$ cat src/rtl/ddr2_seq_pkg.sv
package ddr2_seq_pkg;

   // command chosen for the coming clock edge
   typedef enum logic [2:0] {
      SEQ_NONE,
      SEQ_ACT,
      SEQ_RD,
      SEQ_WR,
      SEQ_PRE,
      SEQ_PALL
   } seq_cmd_e;

   localparam int BURST_BEATS = 8;
   // a burst of eight beats on a double-rate bus lasts this many clocks
   localparam int COL_GAP     = BURST_BEATS / 2;
   // address bit that separates precharge-all from single-bank precharge
   localparam int PALL_BIT    = 10;

   // {cs_n, ras_n, cas_n, we_n}
   function automatic logic [3:0] seq_pins(seq_cmd_e c);
      logic [3:0] p;
      case (c)
         SEQ_ACT:  p = 4'b0011;
         SEQ_RD:   p = 4'b0101;
         SEQ_WR:   p = 4'b0100;
         SEQ_PRE,
         SEQ_PALL: p = 4'b0010;
         default:  p = 4'b1111;
      endcase
      return p;
   endfunction

endpackage

$ cat src/rtl/ddr2_row_tracker.sv
module ddr2_row_tracker #(
   parameter int NUM_BANKS = 8,
   parameter int ROW_W     = 14,
   localparam int BANK_W   = $clog2(NUM_BANKS)
) (
   input  logic                               clk,
   input  logic                               rst_n,
   input  logic                               act_en,
   input  logic                               pre_en,
   input  logic                               pall_en,
   input  logic [BANK_W-1:0]                  bank_sel,
   input  logic [ROW_W-1:0]                   row_in,
   output logic [NUM_BANKS-1:0]               open_vld,
   output logic [NUM_BANKS-1:0][ROW_W-1:0]    open_row
);

   for (genvar b = 0; b < NUM_BANKS; b++) begin : g_bank
      logic hit_bank;
      assign hit_bank = (bank_sel == BANK_W'(b));

      always_ff @(posedge clk or negedge rst_n) begin
         if (!rst_n) begin
            open_vld[b] <= 1'b0;
            open_row[b] <= '0;
         end else if (pall_en || (pre_en && hit_bank)) begin
            open_vld[b] <= 1'b0;
         end else if (act_en && hit_bank) begin
            open_vld[b] <= 1'b1;
            open_row[b] <= row_in;
         end
      end
   end

endmodule

$ cat src/rtl/ddr2_timing_guard.sv
module ddr2_timing_guard #(
   parameter int NUM_BANKS = 8,
   parameter int TIM_W     = 4,
   parameter int GAP       = 4,
   localparam int BANK_W   = $clog2(NUM_BANKS),
   localparam int GAP_W    = $clog2(GAP + 1)
) (
   input  logic                  clk,
   input  logic                  rst_n,
   input  logic                  act_en,
   input  logic                  pre_en,
   input  logic                  pall_en,
   input  logic                  col_en,
   input  logic [BANK_W-1:0]     bank_sel,
   input  logic [TIM_W-1:0]      trcd_m1,
   input  logic [TIM_W-1:0]      trp_m1,
   input  logic [TIM_W-1:0]      trrd_m1,
   output logic [NUM_BANKS-1:0]  rcd_ok,
   output logic [NUM_BANKS-1:0]  rp_ok,
   output logic                  rrd_ok,
   output logic                  col_ok
);

   // per-bank down counters: zero means the spacing has elapsed
   for (genvar b = 0; b < NUM_BANKS; b++) begin : g_bank
      logic [TIM_W-1:0] rcd_cnt;
      logic [TIM_W-1:0] rp_cnt;
      logic             hit_bank;
      assign hit_bank = (bank_sel == BANK_W'(b));

      always_ff @(posedge clk or negedge rst_n) begin
         if (!rst_n) begin
            rcd_cnt <= '0;
         end else if (act_en && hit_bank) begin
            rcd_cnt <= trcd_m1;
         end else if (rcd_cnt != '0) begin
            rcd_cnt <= rcd_cnt - 1'b1;
         end
      end

      always_ff @(posedge clk or negedge rst_n) begin
         if (!rst_n) begin
            rp_cnt <= '0;
         end else if (pall_en || (pre_en && hit_bank)) begin
            rp_cnt <= trp_m1;
         end else if (rp_cnt != '0) begin
            rp_cnt <= rp_cnt - 1'b1;
         end
      end

      assign rcd_ok[b] = (rcd_cnt == '0);
      assign rp_ok[b]  = (rp_cnt == '0);
   end

   logic [TIM_W-1:0] rrd_cnt;
   logic [GAP_W-1:0] col_cnt;

   always_ff @(posedge clk or negedge rst_n) begin
      if (!rst_n) begin
         rrd_cnt <= '0;
      end else if (act_en) begin
         rrd_cnt <= trrd_m1;
      end else if (rrd_cnt != '0) begin
         rrd_cnt <= rrd_cnt - 1'b1;
      end
   end

   always_ff @(posedge clk or negedge rst_n) begin
      if (!rst_n) begin
         col_cnt <= '0;
      end else if (col_en) begin
         col_cnt <= GAP_W'(GAP - 1);
      end else if (col_cnt != '0) begin
         col_cnt <= col_cnt - 1'b1;
      end
   end

   assign rrd_ok = (rrd_cnt == '0);
   assign col_ok = (col_cnt == '0);

endmodule

$ cat src/rtl/ddr2_data_phase.sv
module ddr2_data_phase #(
   parameter int CL_W    = 3,
   localparam int MAX_CL = (1 << CL_W) - 1
) (
   input  logic            clk,
   input  logic            rst_n,
   input  logic            rd_issue,
   input  logic            wr_issue,
   input  logic [CL_W-1:0] cas_lat,
   output logic            data_start,
   output logic            data_write
);

   // bit n is high n cycles after the command appeared on the pins
   logic [MAX_CL:0] rd_pipe;
   logic [MAX_CL:0] wr_pipe;
   logic [CL_W-1:0] wr_lat;

   always_ff @(posedge clk or negedge rst_n) begin
      if (!rst_n) begin
         rd_pipe <= '0;
         wr_pipe <= '0;
      end else begin
         rd_pipe <= {rd_pipe[MAX_CL-1:0], rd_issue};
         wr_pipe <= {wr_pipe[MAX_CL-1:0], wr_issue};
      end
   end

   assign wr_lat     = cas_lat - 1'b1;
   assign data_write = wr_pipe[wr_lat];
   assign data_start = rd_pipe[cas_lat] | data_write;

endmodule

$ cat src/rtl/ddr2_bank_seq.sv
module ddr2_bank_seq
   import ddr2_seq_pkg::*;
#(
   parameter int NUM_BANKS = 8,
   parameter int ROW_W     = 14,
   parameter int COL_W     = 10,
   parameter int ADDR_W    = 14,
   parameter int TIM_W     = 4,
   parameter int CL_W      = 3,
   localparam int BANK_W   = $clog2(NUM_BANKS)
) (
   input  logic               clk,
   input  logic               rst_n,
   input  logic               req_valid,
   input  logic               req_write,
   input  logic [BANK_W-1:0]  req_bank,
   input  logic [ROW_W-1:0]   req_row,
   input  logic [COL_W-1:0]   req_col,
   output logic               req_ready,
   input  logic               close_all,
   input  logic [CL_W-1:0]    cfg_cas_lat,
   input  logic [TIM_W-1:0]   cfg_trcd_m1,
   input  logic [TIM_W-1:0]   cfg_trp_m1,
   input  logic [TIM_W-1:0]   cfg_trrd_m1,
   output logic               cmd_cs_n,
   output logic               cmd_ras_n,
   output logic               cmd_cas_n,
   output logic               cmd_we_n,
   output logic [BANK_W-1:0]  cmd_ba,
   output logic [ADDR_W-1:0]  cmd_addr,
   output logic               data_start,
   output logic               data_write
);

   localparam logic [ADDR_W-1:0] PALL_ADDR = ADDR_W'(1) << PALL_BIT;

   // parameter legality
   if (NUM_BANKS < 2 || NUM_BANKS > 8 || (NUM_BANKS & (NUM_BANKS - 1)) != 0) begin : g_bad_banks
      $error("NUM_BANKS must be 2, 4 or 8");
   end
   if (COL_W > PALL_BIT) begin : g_bad_col
      $error("COL_W must leave address bit 10 free");
   end
   if (ADDR_W <= PALL_BIT || ROW_W > ADDR_W) begin : g_bad_addr
      $error("ADDR_W must exceed 10 and hold a full row");
   end
   if (TIM_W < 1 || CL_W < 2) begin : g_bad_fields
      $error("timing fields need TIM_W >= 1 and CL_W >= 2");
   end

   seq_cmd_e                          nxt_cmd;
   logic                              pall_pend;
   logic [NUM_BANKS-1:0]              bank_open_vld;
   logic [NUM_BANKS-1:0][ROW_W-1:0]   bank_open_row;
   logic [NUM_BANKS-1:0]              rcd_ok;
   logic [NUM_BANKS-1:0]              rp_ok;
   logic                              rrd_ok;
   logic                              col_ok;
   logic                              tgt_open;
   logic                              tgt_hit;
   logic                              act_en;
   logic                              pre_en;
   logic                              pall_en;
   logic                              rd_en;
   logic                              wr_en;
   logic [ADDR_W-1:0]                 row_addr;
   logic [ADDR_W-1:0]                 col_addr;

   assign tgt_open = bank_open_vld[req_bank];
   assign tgt_hit  = (bank_open_row[req_bank] == req_row);

   // one command per cycle; close-all takes precedence over requests
   always_comb begin
      nxt_cmd = SEQ_NONE;
      if (pall_pend) begin
         if (col_ok) nxt_cmd = SEQ_PALL;
      end else if (req_valid) begin
         if (tgt_open && tgt_hit) begin
            if (col_ok && rcd_ok[req_bank]) nxt_cmd = req_write ? SEQ_WR : SEQ_RD;
         end else if (tgt_open) begin
            if (col_ok) nxt_cmd = SEQ_PRE;
         end else begin
            if (rp_ok[req_bank] && rrd_ok) nxt_cmd = SEQ_ACT;
         end
      end
   end

   assign act_en    = (nxt_cmd == SEQ_ACT);
   assign pre_en    = (nxt_cmd == SEQ_PRE);
   assign pall_en   = (nxt_cmd == SEQ_PALL);
   assign rd_en     = (nxt_cmd == SEQ_RD);
   assign wr_en     = (nxt_cmd == SEQ_WR);
   assign req_ready = rd_en | wr_en;

   always_ff @(posedge clk or negedge rst_n) begin
      if (!rst_n) begin
         pall_pend <= 1'b1;
      end else if (close_all) begin
         pall_pend <= 1'b1;
      end else if (pall_en) begin
         pall_pend <= 1'b0;
      end
   end

   // address formatting
   if (ADDR_W > ROW_W) begin : g_row_pad
      assign row_addr = {{(ADDR_W - ROW_W){1'b0}}, req_row};
   end else begin : g_row_full
      assign row_addr = req_row;
   end
   assign col_addr = {{(ADDR_W - COL_W){1'b0}}, req_col};

   always_ff @(posedge clk or negedge rst_n) begin
      if (!rst_n) begin
         {cmd_cs_n, cmd_ras_n, cmd_cas_n, cmd_we_n} <= 4'b1111;
         cmd_ba   <= '0;
         cmd_addr <= '0;
      end else begin
         {cmd_cs_n, cmd_ras_n, cmd_cas_n, cmd_we_n} <= seq_pins(nxt_cmd);
         case (nxt_cmd)
            SEQ_ACT: begin
               cmd_ba   <= req_bank;
               cmd_addr <= row_addr;
            end
            SEQ_RD, SEQ_WR: begin
               cmd_ba   <= req_bank;
               cmd_addr <= col_addr;
            end
            SEQ_PRE: begin
               cmd_ba   <= req_bank;
               cmd_addr <= '0;
            end
            SEQ_PALL: begin
               cmd_ba   <= '0;
               cmd_addr <= PALL_ADDR;
            end
            default: begin
               cmd_ba   <= '0;
               cmd_addr <= '0;
            end
         endcase
      end
   end

   ddr2_row_tracker #(
      .NUM_BANKS (NUM_BANKS),
      .ROW_W     (ROW_W)
   ) i_row_tracker (
      .clk      (clk),
      .rst_n    (rst_n),
      .act_en   (act_en),
      .pre_en   (pre_en),
      .pall_en  (pall_en),
      .bank_sel (req_bank),
      .row_in   (req_row),
      .open_vld (bank_open_vld),
      .open_row (bank_open_row)
   );

   ddr2_timing_guard #(
      .NUM_BANKS (NUM_BANKS),
      .TIM_W     (TIM_W),
      .GAP       (COL_GAP)
   ) i_timing_guard (
      .clk      (clk),
      .rst_n    (rst_n),
      .act_en   (act_en),
      .pre_en   (pre_en),
      .pall_en  (pall_en),
      .col_en   (req_ready),
      .bank_sel (req_bank),
      .trcd_m1  (cfg_trcd_m1),
      .trp_m1   (cfg_trp_m1),
      .trrd_m1  (cfg_trrd_m1),
      .rcd_ok   (rcd_ok),
      .rp_ok    (rp_ok),
      .rrd_ok   (rrd_ok),
      .col_ok   (col_ok)
   );

   ddr2_data_phase #(
      .CL_W (CL_W)
   ) i_data_phase (
      .clk        (clk),
      .rst_n      (rst_n),
      .rd_issue   (rd_en),
      .wr_issue   (wr_en),
      .cas_lat    (cfg_cas_lat),
      .data_start (data_start),
      .data_write (data_write)
   );

endmodule

$ cat config.mk
export PLATFORM = sky130hd
export DESIGN_NAME = ddr2_bank_seq
export DESIGN_NICKNAME = d
export VERILOG_FILES = /design/src/rtl/ddr2_seq_pkg.sv /design/src/rtl/ddr2_row_tracker.sv /design/src/rtl/ddr2_timing_guard.sv /design/src/rtl/ddr2_data_phase.sv /design/src/rtl/ddr2_bank_seq.sv
export SDC_FILE = /design/constraint.sdc
export NUM_CORES = 1
export LEC_CHECK = 0
export BUFFER_PORTS_ARGS = -buffer_cell sky130_fd_sc_hd__buf_2
export CORE_MARGIN = 1.5
export CORE_UTILIZATION = 58
export DETAILED_ROUTE_END_ITERATION = 6
export GPL_TIMING_DRIVEN = 0
export PLACE_DENSITY_LB_ADDON = 0.12
export SYNTH_ARGS = -nofsm -noshare
export SYNTH_HDL_FRONTEND = slang
export SYNTH_SLANG_ARGS = --single-unit
export TNS_END_PERCENT = 10
$ cat constraint.sdc
create_clock -name clk -period 3.87 [get_ports clk]
set_clock_uncertainty 0.2 [all_clocks]
set_input_delay 0.387 -clock clk [delete_from_list [all_inputs] [get_ports clk]]
set_output_delay 0.387 -clock clk [all_outputs]
set_load 0.02 [all_outputs]
# Word level (Yosys, flattened, before mapping)
# Cells that the tools add are included.
# classes
order_cmp,3
shifts,0
addsub,19
div_mod_pow,0
mul,0
n_bitwise,10
mux,78
n_reduce_logical,102
eq_ne,13
# ops
op,n
4-bit two-way mux,34
4-bit zero test,17
4-bit nonzero test,17
"4-bit by 1-bit subtractor with 4-bit output, second input constant",17
2-bit nonzero test,27
14-bit binary-select mux with 3-bit select,1
14-bit one-hot mux with 3 select lines,1
3-bit two-way mux,9
1-bit two-way mux,25
1-bit logical AND,19
"3-bit equality test, second input constant",6
4-bit one-hot mux with 4 select lines,1
2-bit AND reduction,8
1-bit binary-select mux with 3-bit select,5
14-bit equality test,1
14-bit two-way mux,1
"3-bit by 2-bit equality test with 1-bit output, second input constant",4
"3-bit by 4-bit < comparator with 1-bit output, second input constant",3
1-bit logical OR,8
1-bit NOT,8
"3-bit by 1-bit equality test with 1-bit output, second input constant",2
3-bit zero test,2
"3-bit by 1-bit subtractor with 3-bit output, second input constant",2
2-bit OR reduction,2
other kinds (4),5
# word_totals
romBits,0
ff_bits,229
latch_bits,0
n_memories,0
wordCells,268
output_inout_bits,24
in_bits,47
ram_bits,0

# Logic depth before layout (Yosys ltp)
# depth
word_depth,14
mapped_depth,13
ltp_nobuf,10

# By module
# A second synthesis with hierarchy kept.
# hier_totals
cells_unflattened,913
hier_area_um2,11692.5
# modules_own_cells
module,area_each_um2,n_inst,cells_per_inst,seq_area_each_um2
ddr2_row_tracker,4680.7,1,282,3002.9
ddr2_timing_guard,4220.3,1,417,1776.7
ddr2_bank_seq,2163.3,1,180,556.8
ddr2_data_phase,628.1,1,34,400.4

# Worst setup path after synthesis
# OpenSTA, ideal clock, no wires.
# synth_timing
path_type,flip-flop to flip-flop
start,register i_timing_guard.g_bank[3].rp_cnt[0]
end,register i_row_tracker.open_row[22] in the netlist's numbering
arrival_time_ps,2893
required_ps,3545
path_slack_ps,653
setup_time_ps,125
period_less_slack_ps,3217
stages_incl_launch_ff,11
n_path_buf,1
path_cell_list,dfrtp_1 > inv_1 > ha_1 > nor3b_1 > mux4_2 > nand2_1 > a2111oi_4 > nand2_1 > nor2_2 > buf_2 > mux2_2
# synth_between
elab_chain_cells,14
word_cells_on_any_way,17
cone_classes,3 x eq/ne; 7 x mux; 1 x bitwise; 6 x reduce/logical
# synth_rtl
element,line_no,source
from (decl),ddr2_timing_guard.sv:27,logic [TIM_W-1:0] rp_cnt;
from (signal assigned),ddr2_timing_guard.sv:45,rp_cnt <= trp_m1;
from (signal assigned),ddr2_timing_guard.sv:47,rp_cnt <= rp_cnt - 1'b1;
4-bit zero test *,ddr2_timing_guard.sv:52,assign rp_ok[b] = (rp_cnt == '0);
1-bit binary-select mux with 3-bit select *,ddr2_bank_seq.sv:83,if (rp_ok[req_bank] && rrd_ok) nxt_cmd = SEQ_ACT;
1-bit two-way mux (implied by the code) *,ddr2_bank_seq.sv:83,
1-bit logical AND *,ddr2_bank_seq.sv:83,
1-bit two-way mux *,ddr2_bank_seq.sv:83,
3-bit two-way mux *,ddr2_bank_seq.sv:80,end else if (tgt_open) begin
3-bit two-way mux *,ddr2_bank_seq.sv:78,if (tgt_open && tgt_hit) begin
3-bit two-way mux *,ddr2_bank_seq.sv:77,end else if (req_valid) begin
3-bit two-way mux *,ddr2_bank_seq.sv:75,if (pall_pend) begin
3-bit equality test,ddr2_bank_seq.sv:89,assign pre_en = (nxt_cmd == SEQ_PRE);
1-bit logical AND,ddr2_row_tracker.sv:25,end else if (pall_en || (pre_en && hit_bank)) begin
1-bit logical OR,ddr2_row_tracker.sv:25,
1-bit NOT (no source line),-,
2-bit AND reduction (no source line) *,-,
"to (signal, indexed assignment)",ddr2_row_tracker.sv:29,open_row[b] <= row_in;
to (decl),ddr2_row_tracker.sv:14,output logic [NUM_BANKS-1:0][ROW_W-1:0] open_row
# Every way passes the cells marked *; elsewhere a longest branch is shown, timed or not. The select of a mux whose other input is x is not followed.
# A chain may end at the register's enable or synchronous reset.

# Worst setup path in the final report
# layout_timing
start,register i_row_tracker.open_row[70] in the netlist's numbering
end,output req_ready
# layout_between
elab_chain_cells,9
word_cells_on_any_way,10
cone_classes,3 x eq/ne; 5 x mux; 1 x bitwise; 1 x reduce/logical
# layout_rtl
element,line_no,source
14-bit binary-select mux with 3-bit select *,ddr2_bank_seq.sv:70,assign tgt_hit = (bank_open_row[req_bank] == req_row);
14-bit two-way mux (implied by the code) *,ddr2_bank_seq.sv:70,
14-bit equality test *,ddr2_bank_seq.sv:70,
1-bit logical AND *,ddr2_bank_seq.sv:78,
3-bit two-way mux *,ddr2_bank_seq.sv:78,
3-bit two-way mux *,ddr2_bank_seq.sv:77,
3-bit two-way mux *,ddr2_bank_seq.sv:75,
"3-bit by 2-bit equality test with 1-bit output, on equally long branches","ddr2_bank_seq.sv:91, ddr2_bank_seq.sv:92",
1-bit bitwise OR *,ddr2_bank_seq.sv:93,assign req_ready = rd_en | wr_en;
to (decl),ddr2_bank_seq.sv:19,"output logic req_ready,"
# Marks and branches as above.

==> impl_metrics.env <==
export IMPL_seqCellArea_mm2=0.00574
export IMPL_rsz0062_at_grt="yes"
export IMPL_hold_viol=0
export IMPL_power_per_cell_area_mw_per_mm2=574
export IMPL_finalSetupViolCount=0
export IMPL_cp_arrival_ns=3.25
export IMPL_wl_um=27200
export IMPL_fmax_mhz=261
export IMPL_synth_edf_count=0
export IMPL_start_util_pct=59.0
export IMPL_ys_seq_area_share_pct=49.9
export IMPL_wl_per_cell_um=19.7
export IMPL_synth_area_leaders="dfrtp_1, mux2_2, nand2_1"
export IMPL_p_int_w=0.00539
export IMPL_timing_worst_setup_path_type="flop to output port"
export IMPL_via_per_inst=5.74
export IMPL_yosys_most_used_dff="dfrtp_1"
export IMPL_stdcell_count=1380
export IMPL_dieWidth_um=144
export IMPL_synthCells=994
export IMPL_period_needed_ns=3.83
export IMPL_area_growth_pct=15.7
export IMPL_post_dp_hpwl_um=17800
export IMPL_synthesis_nets=1078
export IMPL_gp_congestion=0.851
export IMPL_multiInputGateArea_mm2=0.00537
export IMPL_rows=51
export IMPL_die_height_um=144
export IMPL_io_pins=71
export IMPL_grt_remaining_overflow=0
export IMPL_grt_usage_pct=27.4
export IMPL_hold_path_class="input pin to flop"
export IMPL_busiest_layer="met2"
export IMPL_antenna_found_initial=0
export IMPL_dieArea_mm2=0.0207
export IMPL_antenna_left=0
export IMPL_min_period_over_period_pct=99.0
export IMPL_nets=1179
export IMPL_grt_pass1_vias=8024
export IMPL_vias=7925
export IMPL_met2_usage_pct=43.8
export IMPL_fin_util_pct=68.3
export IMPL_fin_tns_setup_ns=0
export IMPL_antenna_cells=0
export IMPL_first_iter_violations=518
export IMPL_avgSynthCellArea_um2=11.6
export IMPL_post_place_cells=1311
export IMPL_synth_seq_cells=229
export IMPL_grt_use_met1_pct=38.8
export IMPL_synth_area_mm2=0.0115
export IMPL_netlist_area_leader_share_pct=48.8
export IMPL_yosysTopAreaCell="dfrtp_1"
export IMPL_seqPwrFrac_pct=40.6
export IMPL_power_frac_clock_pct=33.8
export IMPL_p_leak_nw=6.39
export IMPL_htree_levels=1
export IMPL_io_buffers=51
export IMPL_drv_slew=0
export IMPL_clk_latency_ns=0.53
export IMPL_max_slew_worst_pin_slew_ns=0.832
export IMPL_met3_usage_pct=4.10
export IMPL_cts_root_buf="clkbuf_16"
export IMPL_clock_path_buffers=3
export IMPL_max_slew_margin_pct=44.5
export IMPL_grt_pass1_wl_um=43200
export IMPL_path_clk_slew_ns=0.06
export IMPL_cts_num_sinks=229
export IMPL_vdd_drop_max_mv=0.530
export IMPL_status="finished, final reports clean"
export IMPL_start_kind="flop"
export IMPL_drc_errors=0
export IMPL_firstDrtPassIters=4
export IMPL_synthArstFlopShare_pct=100
export IMPL_endpoint_kind="output port"
export IMPL_postPlaceCellArea_mm2=0.0121
export IMPL_cap_viol_max_count=0
export IMPL_finalInstanceArea_mm2=0.0133
export IMPL_yosys_warnings=0
export IMPL_cts_buffers=26
export IMPL_cts_tree="built"
export IMPL_p_switching_w=0.00223
export IMPL_final_layout_size_suffix_gt1_share_pct=28.0
export IMPL_crit_required_ns=3.28
export IMPL_core_mm2=0.0195
export IMPL_switching_share_pct=29.3
export IMPL_crit_fanout=10
export IMPL_ys_types=61
export IMPL_fill_cells=1430
export IMPL_comb_power_share_pct=25.6
export IMPL_grt_start_max_net_pins=122
sequential cells by signal, indices dropped and copies added, names as in the netlist:
| register | cells |
|---|---|
| i_timing_guard.g_bank.rcd_cnt | 32 |
| cmd_addr | 14 |
| i_row_tracker.open_vld | 8 |
| pall_pend | 1 |
| i_timing_guard.g_bank.rp_cnt | 32 |
| i_timing_guard.col_cnt | 3 |
| cmd_cs_n | 1 |
| cmd_ba | 3 |
| cmd_ras_n | 1 |
| i_data_phase.rd_pipe | 8 |
| i_timing_guard.rrd_cnt | 4 |
| i_row_tracker.open_row | 112 |
| cmd_we_n | 1 |
| cmd_cas_n | 1 |
| i_data_phase.wr_pipe | 8 |
cell families after synthesis:
group	count (synthesis)	synth area share, %
flip-flops	229	49.9
AND/OR/NAND/NOR	272	11.2
buffers and inverters	103	3.88
AO/OA/AOI/OAI	130	8.44
adder cells (fa/ha/maj)	37	4.03
XOR/XNOR	49	3.74
multiplexers	174	18.8
repair_timing:
action / 4_1_cts / 5_1_grt
buffers inserted: 2 / 0
hold buffers: 19 / 0
pin swaps: 2 / 2
gates resized for setup: 11 / 6
endpoints found under the setup margin: 49 / 53
hold endpoints to repair: 135 / 0
critical path: stages (launching register included):
cell and delay (ns):
dfrtp_1 0.38, mux4_2 0.49, mux2i_2 0.23, xnor2_1 0.12, nor4b_2 0.28, nand4_1 0.21
nor4_4 0.29, buf_6 0.16, and3b_2 0.24, buf_6 0.16, buf_2 0.17
routing by layer:
metal	share of wire [%]	vias to the layer above
met3	5.3	64
li1	-	3673
met2	46	209
met5	0	-
met4	2.7	0
met1	46	3979
cells in the mapped netlist (all sizes together) (22+ instances only):
cell and n:
a21oi 32, mux2 135, buf 29, clkbuf 27, o21ai 25, nor3 22, ha 37, nor2 51
inv 46, xnor2 44, nand2 128, dfrtp 224
through the flow:
step / hold slack [ns] / setup slack, ns / power [W]
after CTS: 0.0259 / -0.0360 / 0.00768
after detailed placement: 0.161 / -0.135 / 0.00505
final: 0.0301 / 0.0371 / 0.00762
after global routing: 0.0474 / -0.106 / 0.00807
after global placement: 0.155 / -1.89 / 0.00495
after floorplan: -0.109 / 0.653 / 0.00461
worst paths after layout:
kind | startpoint | endpoint | slack [ns] | cells after the start
max | i_row_tracker.open_row[70] | req_ready | 0.04 | 10
min | cfg_trcd_m1[0] | i_timing_guard.g_bank[6].rcd_cnt[0] | 0.03 | 3
min reg2reg | i_data_phase.rd_pipe[4] | i_data_phase.rd_pipe[5] | 0.17 | 0
min in group asynchronous | rst_n | i_data_phase.rd_pipe[6] | 0.31 | 2
max reg2reg | i_timing_guard.g_bank[2].rp_cnt[0] | i_row_tracker.open_row[36] | 0.12 | 10
max in group asynchronous | rst_n | i_timing_guard.g_bank[6].rcd_cnt[3] | 2.05 | 3
cells in the final DEF, fill, tap and decap left out, drive strengths merged, types with 19 or more instances in the layout:
cell type | netlist | routed
dlygate4sd3 | 0 | 19
a21oi | 32 | 32
xnor2 | 44 | 44
nand2 | 128 | 128
inv | 46 | 46
mux4 | 20 | 20
mux2i | 19 | 19
clkbuf | 27 | 62
mux2 | 135 | 135
buf | 29 | 83
nor2 | 51 | 51
o21ai | 25 | 25
dfrtp | 224 | 224
nor3 | 22 | 22
ha | 37 | 37
power by group through the flow:
stage	clock network (W)	registers, W	logic (W)
after floorplan	0	0.00306	0.00155
after global placement	0	0.00311	0.00185
after detailed placement	0	0.00312	0.00193
after CTS	0.00262	0.00309	0.00197
after global routing	0.00272	0.00314	0.00221
final	0.00257	0.00310	0.00195
cell type report:
type	count	area share [%]
clock buffers	35	5.54
multi-input cells	662	40.4
well taps	265	2.49
clock inverters	13	1.28
flip-flops and latches	229	43.2
repair buffers	73	3.75
plain buffers	56	2.06
inverters	47	1.33
Note: power is estimated with default switching activity, not from simulation.
